$ cat config.mk
export PLATFORM = sky130hd
export DESIGN_NAME = pwl_pulse_limiter
export DESIGN_NICKNAME = d
export VERILOG_FILES = /design/src/rtl/pwl_pkg.sv /design/src/rtl/pwl_req_edge.sv /design/src/rtl/pwl_width_ctr.sv /design/src/rtl/pwl_out_stage.sv /design/src/rtl/pwl_pulse_limiter.sv
export SDC_FILE = /design/constraint.sdc
export NUM_CORES = 1
export LEC_CHECK = 0
export ABC_AREA = 0
export BUFFER_PORTS_ARGS = -buffer_cell sky130_fd_sc_hd__buf_2
export CAP_MARGIN = 20
export CORE_UTILIZATION = 30
export DETAILED_ROUTE_END_ITERATION = 6
export PLACE_DENSITY = 0.49
export SYNTH_ARGS = -nofsm -noshare
export SYNTH_HDL_FRONTEND = slang
export SYNTH_SLANG_ARGS = --single-unit
$ cat constraint.sdc
create_clock -name clk -period 4.55 [get_ports clk]
set_clock_uncertainty 0.1 [all_clocks]
set_input_delay 0.455 -clock clk [delete_from_list [all_inputs] [get_ports clk]]
set_output_delay 0.455 -clock clk [all_outputs]
set_load 0.005 [all_outputs]
$ cat src/rtl/pwl_pkg.sv
package pwl_pkg;

   typedef struct packed {
      logic gpio;
      logic opt;
   } pwl_route_t;

   function automatic logic pwl_drive(input logic on, input logic act_high);
      return on ? act_high : ~act_high;
   endfunction

endpackage

$ cat src/rtl/pwl_req_edge.sv
module pwl_req_edge (
   input  logic clk,
   input  logic rst_n,
   input  logic tick_i,
   input  logic req_i,
   output logic new_edge_o
);

   logic seen_q;

   always_ff @(posedge clk) begin
      if (!rst_n)
         seen_q <= 1'b0;
      else if (tick_i)
         seen_q <= req_i;
   end

   assign new_edge_o = tick_i & req_i & ~seen_q;

   // the sampled request only moves on a tick
   a_r8_sample_on_tick: assert property (@(posedge clk) disable iff (!rst_n)
      ($past(rst_n) && !$past(tick_i)) |-> $stable(seen_q));

endmodule

$ cat src/rtl/pwl_width_ctr.sv
module pwl_width_ctr #(
   parameter int W_BITS   = 8,
   parameter bit LIMIT_EN = 1'b1
) (
   input  logic              clk,
   input  logic              rst_n,
   input  logic              tick_i,
   input  logic              req_i,
   input  logic              new_edge_i,
   input  logic [W_BITS-1:0] width_i,
   output logic              active_nxt_o,
   output logic              active_o
);

   localparam int CNT_W = W_BITS + 1;
   localparam logic [CNT_W-1:0] CNT_MAX = '1;
   localparam logic [CNT_W-1:0] CNT_ONE = {{(CNT_W-1){1'b0}}, 1'b1};
   localparam logic [W_BITS-1:0] CODE_OFF = '1;

   logic [CNT_W-1:0] cnt_q, cnt_nxt;
   logic             active_q, active_nxt;
   logic [CNT_W-1:0] nmax;
   logic             lim_on;
   logic             at_limit;

   assign nmax = {width_i, 1'b1};

   generate
      if (LIMIT_EN) begin : g_limit
         assign lim_on = (width_i != CODE_OFF);
      end else begin : g_nolimit
         assign lim_on = 1'b0;
      end
   endgenerate

   assign at_limit = lim_on && (cnt_q >= nmax);

   always_comb begin
      active_nxt = active_q;
      cnt_nxt    = cnt_q;
      if (tick_i) begin
         if (!req_i) begin
            active_nxt = 1'b0;
            cnt_nxt    = '0;
         end else if (new_edge_i) begin
            active_nxt = 1'b1;
            cnt_nxt    = CNT_ONE;
         end else if (active_q) begin
            if (at_limit)
               active_nxt = 1'b0;
            else if (cnt_q != CNT_MAX)
               cnt_nxt = cnt_q + 1'b1;
         end
      end
   end

   always_ff @(posedge clk) begin
      if (!rst_n) begin
         active_q <= 1'b0;
         cnt_q    <= '0;
      end else begin
         active_q <= active_nxt;
         cnt_q    <= cnt_nxt;
      end
   end

   assign active_nxt_o = active_nxt;
   assign active_o     = active_q;

   // once the limit is reached with the request still held, the pulse drops
   a_r3_truncate: assert property (@(posedge clk) disable iff (!rst_n)
      (tick_i && req_i && !new_edge_i && active_q && lim_on && cnt_q >= nmax) |=> !active_q);

   // the pulse only begins on a fresh request edge
   a_r4_rearm: assert property (@(posedge clk) disable iff (!rst_n)
      ($past(rst_n) && $rose(active_q)) |-> $past(new_edge_i));

   // with the limit off a held request keeps the pulse
   a_r5_unlimited: assert property (@(posedge clk) disable iff (!rst_n)
      (tick_i && req_i && active_q && !lim_on) |=> active_q);

   // a low request at a tick clears the pulse and the count
   a_r6_release: assert property (@(posedge clk) disable iff (!rst_n)
      (tick_i && !req_i) |=> (!active_q && cnt_q == '0));

endmodule

$ cat src/rtl/pwl_out_stage.sv
module pwl_out_stage
   import pwl_pkg::*;
(
   input  logic       clk,
   input  logic       rst_n,
   input  logic       active_nxt_i,
   input  logic       invert_i,
   input  pwl_route_t route_i,
   output logic       pulse_o,
   output logic       gpio_oe_o,
   output logic       gpio_o,
   output logic       opt_tx_o
);

   logic lvl, idle;

   assign lvl  = pwl_drive(active_nxt_i, invert_i);
   assign idle = ~invert_i;

   always_ff @(posedge clk) begin
      if (!rst_n) begin
         pulse_o   <= idle;
         gpio_oe_o <= 1'b0;
         gpio_o    <= idle;
         opt_tx_o  <= idle;
      end else begin
         pulse_o   <= lvl;
         gpio_oe_o <= route_i.gpio;
         gpio_o    <= route_i.gpio ? lvl : idle;
         opt_tx_o  <= route_i.opt  ? lvl : idle;
      end
   end

   // unrouted destinations sit idle
   a_r9_gpio_idle: assert property (@(posedge clk) disable iff (!rst_n)
      ($past(rst_n) && !$past(route_i.gpio)) |-> (!gpio_oe_o && gpio_o == ~$past(invert_i)));

   a_r9_opt_follow: assert property (@(posedge clk) disable iff (!rst_n)
      ($past(rst_n) && $past(route_i.opt)) |-> (opt_tx_o == pulse_o));

endmodule

$ cat src/rtl/pwl_pulse_limiter.sv
module pwl_pulse_limiter
   import pwl_pkg::*;
#(
   parameter int W_BITS   = 8,
   parameter bit LIMIT_EN = 1'b1
) (
   input  logic              clk,
   input  logic              rst_n,
   input  logic              tick_i,
   input  logic              req_i,
   input  logic [W_BITS-1:0] max_width_i,
   input  logic              invert_i,
   input  logic              route_gpio_i,
   input  logic              route_opt_i,
   output logic              pulse_o,
   output logic              gpio_oe_o,
   output logic              gpio_o,
   output logic              opt_tx_o
);

   generate
      if (W_BITS < 2 || W_BITS > 16) begin : g_bad_width
         $error("pwl_pulse_limiter: W_BITS must lie in 2..16");
      end
   endgenerate

   logic       new_edge;
   logic       act_nxt, act_q;
   pwl_route_t route;

   assign route.gpio = route_gpio_i;
   assign route.opt  = route_opt_i;

   pwl_req_edge u_edge (
      .clk        (clk),
      .rst_n      (rst_n),
      .tick_i     (tick_i),
      .req_i      (req_i),
      .new_edge_o (new_edge)
   );

   pwl_width_ctr #(.W_BITS(W_BITS), .LIMIT_EN(LIMIT_EN)) u_ctr (
      .clk          (clk),
      .rst_n        (rst_n),
      .tick_i       (tick_i),
      .req_i        (req_i),
      .new_edge_i   (new_edge),
      .width_i      (max_width_i),
      .active_nxt_o (act_nxt),
      .active_o     (act_q)
   );

   pwl_out_stage u_out (
      .clk          (clk),
      .rst_n        (rst_n),
      .active_nxt_i (act_nxt),
      .invert_i     (invert_i),
      .route_i      (route),
      .pulse_o      (pulse_o),
      .gpio_oe_o    (gpio_oe_o),
      .gpio_o       (gpio_o),
      .opt_tx_o     (opt_tx_o)
   );

   // the pin level matches the pulse state under the polarity of the last edge
   a_r7_polarity: assert property (@(posedge clk) disable iff (!rst_n)
      $past(rst_n) |-> (pulse_o == (act_q ? $past(invert_i) : ~$past(invert_i))));

endmodule

==> reports/metrics.csv <==
stage;metric;value;unit
layout;area grow syn2layout;15.69;%
layout;commonest non-fill, non-tap cells in the layout;buf_2, dfxtp_1, inv_1, a31oi_1, ha_1;
sta;normalized max-slew margin;0.6261;
sta;crit path time final;2.315;ns
yosys;adder-cell share of the synthesized area;0.1276;
clock_network;Worst-path clk slew;0.09;ns
layout;diode count;0;
yosys;Synth Area in Simple Gates;0.2372;
routing;Via Count;906;
routing;DRT Wirelength;2.234;mm
global_routing;GRT Total Usage;0.1397;
sta;RSZ-0062 raised after global routing;false;
job;maxcap violations;0;
yosys;mean post-synth cell area;8.681;sq um
power_and_ir_drop;total power;0.2607;mW
clock_network;CTS Sinks;15;
clock_network;CTS tree;done;
floorplanning;Core Rows;20;
sta;fmax;432.0;MHz
clock_network;CTS Buf Count;3;
sta;Slew @ Worst Pin;0.5592;ns
critical_path;CP arrival;2.40;ns
global_routing;vias in the first global route;828;
sta;setup tns final;0;ns
yosys;largest family of logic cells by synthesized area;simple AND/OR/NAND/NOR gates;
run_status;status;finished clean;
global_routing;total congestion overflow;0;
layout;Final #Nets;158;
global_routing;first-pass GRT wire length;3.594;mm
placement;IO buf count;18;
floorplanning;height of the chip;59.18;um
yosys;Mapped Area;980.9;sq um
power_and_ir_drop;Cell Pwr Density;229.7;nW/um^2
floorplanning;Die ar.;3502;sq um
critical_path;CP Capture Point;u_ctr.cnt_q[1]$_SDFFE_PN0P_;
floorplanning;starting density of the core;0.3187;
global_routing;largest net degree at the start of global routing;15;
routing;drt wl/cell;12.69;um
routing;Residual DRC;0;
layout;non-filler cells, final;176;
global_routing;initial antenna violation count;0;
placement;placer congestion estimate;0.8242;
layout;share of cells above drive strength 1;0.1970;
power_and_ir_drop;worst vdd ir;0.1131;mV
floorplanning;Die X;59.18;um
critical_path;crit path from;u_ctr.cnt_q[0]$_SDFFE_PN0P_;
sta;Finish-stage setup viols;0;
yosys;post-synthesis xor/xnor area fraction;0.02679;
critical_path;nature of the critical path startpoint;flip-flop;
yosys;post-synthesis register bit count;15;
layout;commonest non-fill, non-tap cell in the layout;buf_2;
yosys;Mapped Nets;138;
sta;Final Hold Fails;0;
critical_path;crit path kind;flip-flop to flip-flop;
clock_network;cts hold-fix bufs;0;
worst_hold_path;Hold/Removal Path Class;input pin to flip-flop;
critical_path;r2r worst-path depth;8;
critical_path;CP Data Required Time;4.63;ns
clock_network;post-CTS sizing;0;
critical_path;largest fanout on the critical path;6;
yosys;Gate Count Post-Synth;113;
floorplanning;total core area;3078;sq um
routing;routed vias/inst;5.148;
placement;dpl hpwl;1.763;mm
clock_network;Setup Buffers After CTS;0;
routing;TritonRoute pass-1 iters;4;
routing;Detailed Route Iter0 Violations;32;
yosys;YS warnings;0;
routing;DRT antenna net count;0;
yosys;mux contribution to synthesized area;0.02041;
critical_path;Worst R2R Setup Slack;2.24;ns
yosys;Unique masters post-synth;32;
sta;max-slew violations;0;
sta;Final period util;0.5087;
clock_network;CTS Buffer Depth;2;
placement;placed cells;172;
critical_path;CP endpoint kind;flip-flop;
power_and_ir_drop;P_leak;0.5588;nW
yosys;sequential element share of the synthesized area;0.3061;
layout;Finished Core Util;0.3687;
clock_network;CTS root buf;clkbuf_4;
clock_network;Worst-Skew Late Latency;0.28;ns
yosys;Synth Area in Compound Gates;0.2245;
critical_path;RR Startpoint;u_ctr.cnt_q[0]$_SDFFE_PN0P_;
floorplanning;IO Pins;19;
clock_network;H-tree depth;1;
critical_path;RR Endpoint;u_ctr.cnt_q[1]$_SDFFE_PN0P_;
routing by layer:
metal / GRT usage / vias to the layer above / routed length (um)
met5: 0 / - / 0
met4: 0.06463 / 0 / 19
met3: 0.02402 / 2 / 79
met2: 0.2135 / 22 / 990
met1: 0.1903 / 415 / 1145
li1: - / 467 / -
power by group:
| group | switching, mW | internal, mW | leakage (nW) |
|---|---|---|---|
| clock | 0.0442 | 0.0326 | 0.0177 |
| combinational | 0.0254 | 0.0188 | 0.418 |
| sequential | 0.00334 | 0.136 | 0.123 |
| total | 0.0729 | 0.188 | 0.559 |
cells in the mapped netlist:
library cell	n	area, sq um
o21a_1	1	7.510
o211a_1	1	10.01
o2111a_1	1	11.26
o211ai_1	4	30.03
nand2b_1	3	18.77
a211o_1	2	17.52
buf_6	1	11.26
xnor2_1	2	17.52
mux2i_1	2	20.02
a31oi_1	10	62.56
nor4bb_1	1	10.01
nor2b_1	5	31.28
or4_4	1	11.26
ha_1	10	125.1
or3_1	2	12.51
o211ai_2	1	12.51
and4_2	2	20.02
nand2_1	5	18.77
nor2_1	7	26.28
inv_1	10	37.54
nand4_1	3	18.77
nand3_1	3	15.01
a21oi_1	3	15.01
a32o_1	2	20.02
clkbuf_1	2	7.510
and3_1	7	43.79
and2_1	1	6.260
dfxtp_1	15	300.3
a211oi_1	2	15.01
xor2_1	1	8.760
a41oi_1	1	8.760
o21ai_0	2	10.01
worst max-delay path: stages, from the launching register on:
cell and delay [ns]:
dfxtp_1 0.37, ha_1 0.24, and3_1 0.21, and3_1 0.23, and3_1 0.19, ha_1 0.22
a41oi_1 0.27, o21ai_0 0.16, a32o_1 0.23
per-stage QoR:
step	hold WS (ns)	instance area, sq um	setup slack, ns
global route	0.2917	1135	2.031
detailed placement	0.3787	1107	2.119
CTS	0.2992	1135	2.244
floorplan	0.3508	980.9	2.504
global placement	0.3927	1107	2.123
finish	0.2986	1135	2.235
sequential cells by signal, indices dropped and copies added, names as in the netlist:
signal,cells
u_edge.seen_q,1
u_out.pulse_o,1
u_ctr.cnt_q,9
u_out.opt_tx_o,1
u_out.gpio_oe_o,1
u_out.gpio_o,1
u_ctr.active_o,1
kinds of logic after synthesis:
kind of cell,count (synthesis)
simple gates,40
compound gates,30
flops,15
buf+inv,13
fa+ha+maj,10
xor+xnor,3
mux,2
layout make-up:
cell class	instances	area, sq um
clock buffer	3	22.52
clock inverter	1	5.005
fill	330	1943
inverter	10	37.54
multi-input combinational	85	624.3
sequential	15	300.3
tap	44	55.05
timing repair buffer	18	90.09
worst min path at each step:
stage                                start  depth (start not counted)                          end  slack [ns]
6_report                          invert_i                          2         u_out.gpio_o$_DFF_P_        0.30
5_1_grt                           invert_i                          2         u_out.gpio_o$_DFF_P_        0.29
4_1_cts                           invert_i                          2       u_out.opt_tx_o$_DFF_P_        0.30
3_5_place_dp   u_ctr.cnt_q[7]$_SDFFE_PN0P_                          1  u_ctr.cnt_q[7]$_SDFFE_PN0P_        0.38
3_3_place_gp   u_ctr.cnt_q[7]$_SDFFE_PN0P_                          1  u_ctr.cnt_q[7]$_SDFFE_PN0P_        0.39
2_1_floorplan  u_ctr.cnt_q[7]$_SDFFE_PN0P_                          1  u_ctr.cnt_q[7]$_SDFFE_PN0P_        0.35
Note: power is estimated with default switching activity, not from simulation.
